`config.mk`:
```
export PLATFORM = sky130hd
export DESIGN_NAME = ptx_transceiver
export DESIGN_NICKNAME = d
export VERILOG_FILES = /design/src/rtl/ptx_pkg.sv /design/src/rtl/ptx_route.sv /design/src/rtl/ptx_parity_tree.sv /design/src/rtl/ptx_steer.sv /design/src/rtl/ptx_transceiver.sv
export SDC_FILE = /design/constraint.sdc
export NUM_CORES = 1
export LEC_CHECK = 0
export BUFFER_PORTS_ARGS = -buffer_cell sky130_fd_sc_hd__buf_2
export CAP_MARGIN = 20
export CORE_AREA = 2 2 39 41
export DETAILED_ROUTE_END_ITERATION = 8
export DIE_AREA = 0 0 41 43
export PLACE_DENSITY = 0.68
export SLEW_MARGIN = 20
export SYNTH_ARGS = -nofsm -noshare
export SYNTH_HDL_FRONTEND = slang
export SYNTH_HIERARCHICAL = 1
export SYNTH_SLANG_ARGS = --single-unit
```
`constraint.sdc`:
```
create_clock -name vclk -period 2.3
set_input_delay 0.69 -clock vclk [all_inputs]
set_output_delay 0.69 -clock vclk [all_outputs]
set_load 0.05 [all_outputs]
```
`src/rtl/ptx_pkg.sv`:
```
package ptx_pkg;
  typedef enum logic [1:0] {
    MODE_OFF = 2'd0,
    MODE_TX  = 2'd1,
    MODE_RX  = 2'd2
  } ptx_mode_e;
endpackage

```
`src/rtl/ptx_route.sv`:
```
module ptx_route
  import ptx_pkg::*;
(
  input  logic      dir_i,
  input  logic      oe_n_i,
  output ptx_mode_e mode_o,
  output logic      a_oe_o,
  output logic      b_oe_o,
  output logic      par_oe_o,
  output logic      err_oe_o
);
  always_comb begin
    if (oe_n_i)     mode_o = MODE_OFF;
    else if (dir_i) mode_o = MODE_TX;
    else            mode_o = MODE_RX;
  end

  always_comb begin
    a_oe_o   = 1'b0;
    b_oe_o   = 1'b0;
    par_oe_o = 1'b0;
    err_oe_o = 1'b0;
    case (mode_o)
      MODE_TX: begin
        b_oe_o   = 1'b1;
        par_oe_o = 1'b1;
      end
      MODE_RX: begin
        a_oe_o   = 1'b1;
        err_oe_o = 1'b1;
      end
      default: ;
    endcase
  end
endmodule

```
`src/rtl/ptx_parity_tree.sv`:
```
module ptx_parity_tree #(
  parameter int WIDTH = 8
) (
  input  logic [WIDTH-1:0] data_i,
  output logic             odd_o
);
  localparam int LEVELS = (WIDTH > 1) ? $clog2(WIDTH) : 0;
  localparam int PADW   = 1 << LEVELS;
  localparam int NODES  = 2 * PADW - 1;

  // heap layout: leaves at PADW-1 .. NODES-1, root at 0
  logic [NODES-1:0] heap;

  genvar g;
  generate
    for (g = 0; g < PADW; g++) begin : g_leaf
      if (g < WIDTH) begin : g_used
        assign heap[PADW-1+g] = data_i[g];
      end else begin : g_pad
        assign heap[PADW-1+g] = 1'b0;
      end
    end
    for (g = 0; g < PADW - 1; g++) begin : g_node
      assign heap[g] = heap[2*g+1] ^ heap[2*g+2];
    end
  endgenerate

  assign odd_o = heap[0];
endmodule

```
`src/rtl/ptx_steer.sv`:
```
module ptx_steer
  import ptx_pkg::*;
#(
  parameter int WIDTH = 8
) (
  input  ptx_mode_e        mode_i,
  input  logic [WIDTH-1:0] a_in_i,
  input  logic [WIDTH-1:0] b_in_i,
  input  logic             a_odd_i,
  input  logic             b_odd_i,
  input  logic             odd_sel_i,
  input  logic             par_in_i,
  output logic [WIDTH-1:0] a_out_o,
  output logic [WIDTH-1:0] b_out_o,
  output logic             par_out_o,
  output logic             err_out_o
);
  always_comb begin
    a_out_o   = '0;
    b_out_o   = '0;
    par_out_o = 1'b0;
    err_out_o = 1'b0;
    case (mode_i)
      MODE_TX: begin
        b_out_o   = a_in_i;
        par_out_o = a_odd_i ^ odd_sel_i;
      end
      MODE_RX: begin
        a_out_o   = b_in_i;
        err_out_o = ~(b_odd_i ^ par_in_i ^ odd_sel_i);
      end
      default: ;
    endcase
  end
endmodule

```
`src/rtl/ptx_transceiver.sv`:
```
module ptx_transceiver
  import ptx_pkg::*;
#(
  parameter int WIDTH = 8
) (
  input  logic             dir_i,
  input  logic             oe_n_i,
  input  logic             odd_sel_i,
  input  logic [WIDTH-1:0] a_in_i,
  output logic [WIDTH-1:0] a_out_o,
  output logic             a_oe_o,
  input  logic [WIDTH-1:0] b_in_i,
  output logic [WIDTH-1:0] b_out_o,
  output logic             b_oe_o,
  input  logic             par_in_i,
  output logic             par_out_o,
  output logic             par_oe_o,
  output logic             err_out_o,
  output logic             err_oe_o
);
  ptx_mode_e mode;
  logic      a_odd;
  logic      b_odd;

  ptx_route u_route (
    .dir_i    (dir_i),
    .oe_n_i   (oe_n_i),
    .mode_o   (mode),
    .a_oe_o   (a_oe_o),
    .b_oe_o   (b_oe_o),
    .par_oe_o (par_oe_o),
    .err_oe_o (err_oe_o)
  );

  ptx_parity_tree #(.WIDTH(WIDTH)) u_tree_a (.data_i(a_in_i), .odd_o(a_odd));
  ptx_parity_tree #(.WIDTH(WIDTH)) u_tree_b (.data_i(b_in_i), .odd_o(b_odd));

  ptx_steer #(.WIDTH(WIDTH)) u_steer (
    .mode_i    (mode),
    .a_in_i    (a_in_i),
    .b_in_i    (b_in_i),
    .a_odd_i   (a_odd),
    .b_odd_i   (b_odd),
    .odd_sel_i (odd_sel_i),
    .par_in_i  (par_in_i),
    .a_out_o   (a_out_o),
    .b_out_o   (b_out_o),
    .par_out_o (par_out_o),
    .err_out_o (err_out_o)
  );

  always_comb begin
    p_single_driver_r1: assert (!(a_oe_o && b_oe_o));
    p_released_r3: assert (!oe_n_i || !(a_oe_o || b_oe_o || par_oe_o || err_oe_o));
    p_tx_word_sense_r4: assert (!par_oe_o || ((^{b_out_o, par_out_o}) == odd_sel_i));
    p_tx_err_float_r6: assert (!(par_oe_o && err_oe_o));
    p_quiet_b_r7: assert (b_oe_o || (b_out_o == '0));
    p_quiet_a_r7: assert (a_oe_o || (a_out_o == '0));
  end
endmodule

```
==> qor.yml, run 1 <==
placed_cells: 99
firstDrtPassIters: 2
gr-usage-met2_pct: 26.3
hold_path_class: "input pin to primary output"
worst_path_most_repeated_cell: "xnor2_1"
final_core_util_pct: 62.8
place_hpwl_um: 696
core_area_um2: 1380
worst_slew_pin_slew_ps: 247
grt_usage_pct: 11.9
port_buffers: 42
min_from: "a_in_i[3]"
postRouteAntennaNets: 0
synthCells: 42
synth_warnings: 6
timing.final.hold_violations: 0
synthAdderAreaFrac_pct: 0
path_class: "input pin to primary output"
hold_ws_ps: 1730
seq_cells: 0
remaining_drc_errors: 0
drt_iter0_markers: 1
max_slew_margin_pct: 83.6
placementRows: 14
whs_endpoint: "b_out_o[3]"
synthXorXnorAreaFrac_pct: 47.1
peakVddDrop_v: 0.000115
p_per_area_nw_per_um2: 293
syn_avg_cell_area_um2: 7.78
fin_ws_ps: -176
io_pins: 42
end_kind: "primary output"
synth_top_area_share_pct: 34.5
clock.fmax_mhz: 404
use_met1_pct: 10.9
period_needed_ps: 2480
cp.required_ps: 1610
nets: 107
synth.area.top_cells: "and2_1, xnor2_1, buf_4, xor2_1, xnor3_1"
synth_nets: 62
synth_top_cell_by_area: "and2_1"
holdPathStages: 3
viasPerCell: 4.29
grt_max_degree: 10
layout.cells.non_filler: 101
violations: "setup timing"
synthMuxAreaShare_pct: 0
maxCapViolations: 0
worstPathArrival_ps: 1790
crit_path_top_delay_cell: "xnor3_1"
clkbuf_count: 0
setup_viol: 2
syn2layout_area_growth_pct: 166
cp_slowest_stage_delay_ps: 220
antenna_cells: 0
wl_um: 1120
netlist_area_um2: 327
crit_path_start_kind: "input pin"
status: "finished, violations left"
vias: 433
synth_seq_area_share_pct: 0
gr-total-overflow: 0
crit_fanout: 2
path_cells: "buf_2 > xnor2_2 > xnor2_1 > xnor2_1 > xnor3_1 > and2_4 > buf_8"
gp_congestion: 0.587
initial_utilization_pct: 23.6
wl_per_cell_um: 11.1
synth_cell_types: 8
min_period_over_period_pct: 108
die_w_um: 41
synth_top_family_by_area: "XOR/XNOR gates"
dieHeight_um: 43
antenna_found_initial: 0
regArea_um2: 0
rsz0062_at_grt: "true"
drv_slew: 0
drive_gt1_share_pct: 89.4
grt_pass1_wl_um: 1550
p_leak_nw: 0.446
grt_pass1_vias: 399
grt.busiest_layer: "met2"
synth-compound-area-share_pct: 0
synth_simple_gate_area_share_pct: 43.7
gr-usage-met3_pct: 0.524
die_area_um2: 1760
[Yosys cell counts]
| master | count |
|---|---|
| xnor3_1 | 1 |
| xor2_1 | 3 |
| buf_4 | 4 |
| nor2b_4 | 1 |
| and2_1 | 18 |
| nor2b_1 | 2 |
| nor2_1 | 1 |
| xnor2_1 | 12 |
[cell type report]
type | instances | area, µm²
Multi-Input combinational cell | 40 | 439
Tap cell | 16 | 20.0
Fill cell | 113 | 514
Timing Repair Buffer | 45 | 410
[per-layer routing]
layer	part of all wire (%)	wire, µm
met2	58	649
met5	0	0
met4	0	0
met1	29	326
met3	13	147
[power breakdown]
| part | internal, mW | total, mW | switching, mW |
|---|---|---|---|
| registers | 0 | 0 | 0 |
| clock network | 0 | 0 | 0 |
| logic | 0.128 | 0.255 | 0.127 |
| total | 0.128 | 0.255 | 0.127 |
[through the flow]
stage	TNS [ps]	worst slack [ps]	power, mW	cell area (µm²)
5_1_grt	-491	-247	0.268	870
3_5_place_dp	-916	-263	0.202	617
3_3_place_gp	-882	-263	0.201	617
4_1_cts	-320	-194	0.240	778
2_1_floorplan	-348	-34.2	0.160	402
6_report	-335	-176	0.255	870
[worst max-delay path: cells and delay by family]
family | cells | cell delay [ps]
buffers and inverters | 2 | 260
AND/OR/NAND/NOR | 1 | 150
XOR/XNOR | 4 | 680
[cell usage in the layout, fill, tap and decap left out]
master   count
and2_4      18
buf_2       13
buf_6       12
buf_4       12
buf_8        8
xnor2_2      6
xnor2_1      6
nor2b_4      4
xor2_1       2
nor2b_2      1
nor2_4       1
xnor3_1      1
xor2_2       1
[worst max-delay path by stage]
stage | start | cells after the start | end
finish | b_in_i[5] | 7 | err_out_o
detailed placement | b_in_i[5] | 7 | err_out_o
global route | a_in_i[2] | 7 | par_out_o
CTS | b_in_i[2] | 7 | err_out_o
global placement | b_in_i[5] | 7 | err_out_o
floorplan | dir_i | 4 | b_out_o[0]
[cell families (layout without fill, tap and decap cells)]
kind of cell / after synthesis / after routing
simple gates: 22 / 24
xor+xnor: 16 / 16
buf+inv: 4 / 45
[repair_timing]
action | in CTS | in global routing
gates cloned | 0 | 2
hold buffers | 0 | 0
gates resized for setup | 38 | 19
pin swaps | 10 | 3
endpoints found under the setup margin | 18 | 18
buffers inserted | 0 | 0
Power figures use the tool's default switching activity.
==> run 2, diff against run 1 <==
--- a/config.mk
+++ b/config.mk
@@ -5,12 +5,13 @@
 export SDC_FILE = /design/constraint.sdc
 export NUM_CORES = 1
 export LEC_CHECK = 0
+export ABC_CLOCK_PERIOD_IN_PS = 2600
 export BUFFER_PORTS_ARGS = -buffer_cell sky130_fd_sc_hd__buf_2
 export CAP_MARGIN = 20
 export CORE_AREA = 2 2 39 41
 export DETAILED_ROUTE_END_ITERATION = 8
 export DIE_AREA = 0 0 41 43
-export PLACE_DENSITY = 0.68
+export PLACE_DENSITY = 0.66
 export SLEW_MARGIN = 20
 export SYNTH_ARGS = -nofsm -noshare
 export SYNTH_HDL_FRONTEND = slang
==> constraint.sdc (replaced) <==
create_clock -name vclk -period 2.6
set_input_delay 0.78 -clock vclk [all_inputs]
set_output_delay 0.78 -clock vclk [all_outputs]
set_load 0.05 [all_outputs]
==> run 2 against run 1 <==
Compared with the run above: the run still ends with setup timing left; global-route usage shrank 2.0 points; critical path depth is the same; die area is the same; flip-flop and latch count is the same; final area shrank 12%; count of clock-buffer cells in the layout is the same; highest routed layer unchanged.
==> qor.yml, run 2 (synthesis results as in run 1) <==
hold_path_class: "input pin to primary output"  # unchanged
drv_slew: 0  # unchanged
syn2layout_area_growth_pct: 135  # was 166%
total_power_uw: 210  # was 255 µW
internal_power_uw: 102  # was 128 µW
grt_max_degree: 10  # unchanged
port_buffers: 42  # unchanged
drt_iter0_markers: 0  # was 1
status: "finished, violations left"  # unchanged
crit_fanout: 2  # unchanged
firstDrtPassIters: 1  # was 2
period_needed_ps: 2710
path_cells: "buf_6 > xor2_2 > xnor2_1 > xnor2_1 > xnor3_1 > and2_4 > buf_8"  # was buf_2 > xnor2_2 > xnor2_1 > xnor2_1 > xnor3_1 > and2_4 > buf_8
core_area_um2: 1380  # unchanged
p_per_area_nw_per_um2: 274  # was 293 nW/µm²
worst_slew_pin_slew_ps: 249  # was 247 ps
peakVddDrop_v: 0.000111  # was 0.000115 V
path_class: "input pin to primary output"  # unchanged
cp.required_ps: 1820  # was 1610 ps
min_period_over_period_pct: 104
min_from: "dir_i"  # was a_in_i[3]
maxCapViolations: 0  # unchanged
gr-total-overflow: 0  # unchanged
sw_frac_of_total_pct: 51.7  # was 49.9%
grt_pass1_wl_um: 1280  # was 1550 µm
nets: 103  # was 107
grt_usage_pct: 9.92  # was 11.9%
end_kind: "primary output"  # unchanged
layout.cells.non_filler: 97  # was 101
pwr-share-clk_pct: 0  # about the same
cts_setup_buffers: 0  # unchanged
place_hpwl_um: 747  # was 696 µm
final_common_cell: "buf_2"  # was and2_4
seq_cells: 0  # unchanged
hold_ws_ps: 1920  # was 1730 ps
worstPathArrival_ps: 1930  # was 1790 ps
die_w_um: 41  # unchanged
crit_path_top_delay_cell: "xnor3_1"  # unchanged
gp_congestion: 0.628  # was 0.587
antenna_cells: 0  # unchanged
worst_path_most_repeated_cell: "xnor2_1"  # unchanged
io_pins: 42  # unchanged
cp_slowest_stage_delay_ps: 230  # was 220 ps
remaining_drc_errors: 0  # unchanged
dieHeight_um: 43  # unchanged
violations: "setup timing"  # unchanged
placed_cells: 97  # was 99
setup_viol: 2  # unchanged
finish.instance_area_um2: 768  # was 870 µm²
crit_path_start_kind: "input pin"  # unchanged
most-common-layout-cells: "buf_2, and2_4, buf_6"  # was and2_4, buf_2, buf_6, buf_4, buf_8
p_switching_uw: 109  # was 127 µW
placementRows: 14  # unchanged
regArea_um2: 0  # unchanged
fin_ws_ps: -112  # was -176 ps
p_comb_share_pct: 100.0  # about the same
nFillCells: 120  # was 113
drive_gt1_share_pct: 88.9  # was 89.4%
postRouteAntennaNets: 0  # unchanged
placed_area_um2: 589  # was 617 µm²
rsz0062_at_grt: "true"  # unchanged
timing.final.hold_violations: 0  # unchanged
multiInputGateArea_um2: 409  # was 439 µm²
initial_utilization_pct: 23.6  # unchanged
antenna_found_initial: 0  # unchanged
startpoint: "b_in_i[2]"  # was b_in_i[5]
grt_pass1_vias: 351  # was 399
p_leak_nw: 0.411  # was 0.446 nW
p_seq_share_pct: 0  # about the same
wl_um: 977  # was 1120 µm
max_slew_margin_pct: 83.5  # was 83.6%
wl_per_cell_um: 10.1  # was 11.1 µm
die_area_um2: 1760  # unchanged
clkbuf_count: 0  # unchanged
viasPerCell: 4.13  # was 4.29
vias: 401  # was 433
clock.fmax_mhz: 369
## run 2: changes by cell type in the layout (fill, tap and decap cells not counted), sizes merged
| cell | before | now |
|---|---|---|
| nor2b | 5 | 3 |
| clkbuf | 0 | 8 |
| buf | 45 | 35 |
## run 2: power groups by stage
stage               logic (mW)  clock network [mW]  registers (mW)
floorplan                0.145                   0               0
global placement         0.180                   0               0
detailed placement       0.182                   0               0
CTS                      0.208                   0               0
global route             0.221                   0               0
finish                   0.210                   0               0
## run 2: routing by layer
metal  vias to the layer above  share of wire (%)  track usage [%]
li1                        202                  -                -
met4                         0                  0                0
met3                         0                 14            0.524
met5                         -                  0                0
met2                        31                 54             20.9
met1                       168                 31             9.90
## run 2: worst max-delay path, delay by kind of cell
kind	cells	cell delay, ps
and+or+nand+nor	1	170
buffers and inverters	2	240
xor gates and xnor gates	4	740
## run 2: through the flow
stage	setup TNS (ps)	setup slack, ps	utilization, %
after floorplan	-244	-34.1	-
after detailed placement	-447	-282	42.6
after CTS	-115	-88.3	53.5
after global placement	-411	-277	42.6
after global routing	-240	-146	55.5
final	-122	-112	55.5
## run 2: timing repair
| action | 4_1_cts | 5_1_grt |
|---|---|---|
| pin swaps | 15 | 1 |
| setup endpoints to repair | 10 | 10 |
| hold buffers | 0 | 0 |
| cloned | 0 | 0 |
| gates resized for setup | 26 | 9 |
## run 2: area by class of cell
type                            instances  share of cell area [%]
Timing Repair Buffer                   43                    44.1
Tap cell                               16                    2.61
Multi-Input combinational cell         38                    53.3
## run 2: worst paths after layout
kind | end | slack (ps) | depth (start not counted)
setup / recovery | err_out_o | -110 | 7
hold / removal | err_oe_o | 1920 | 3
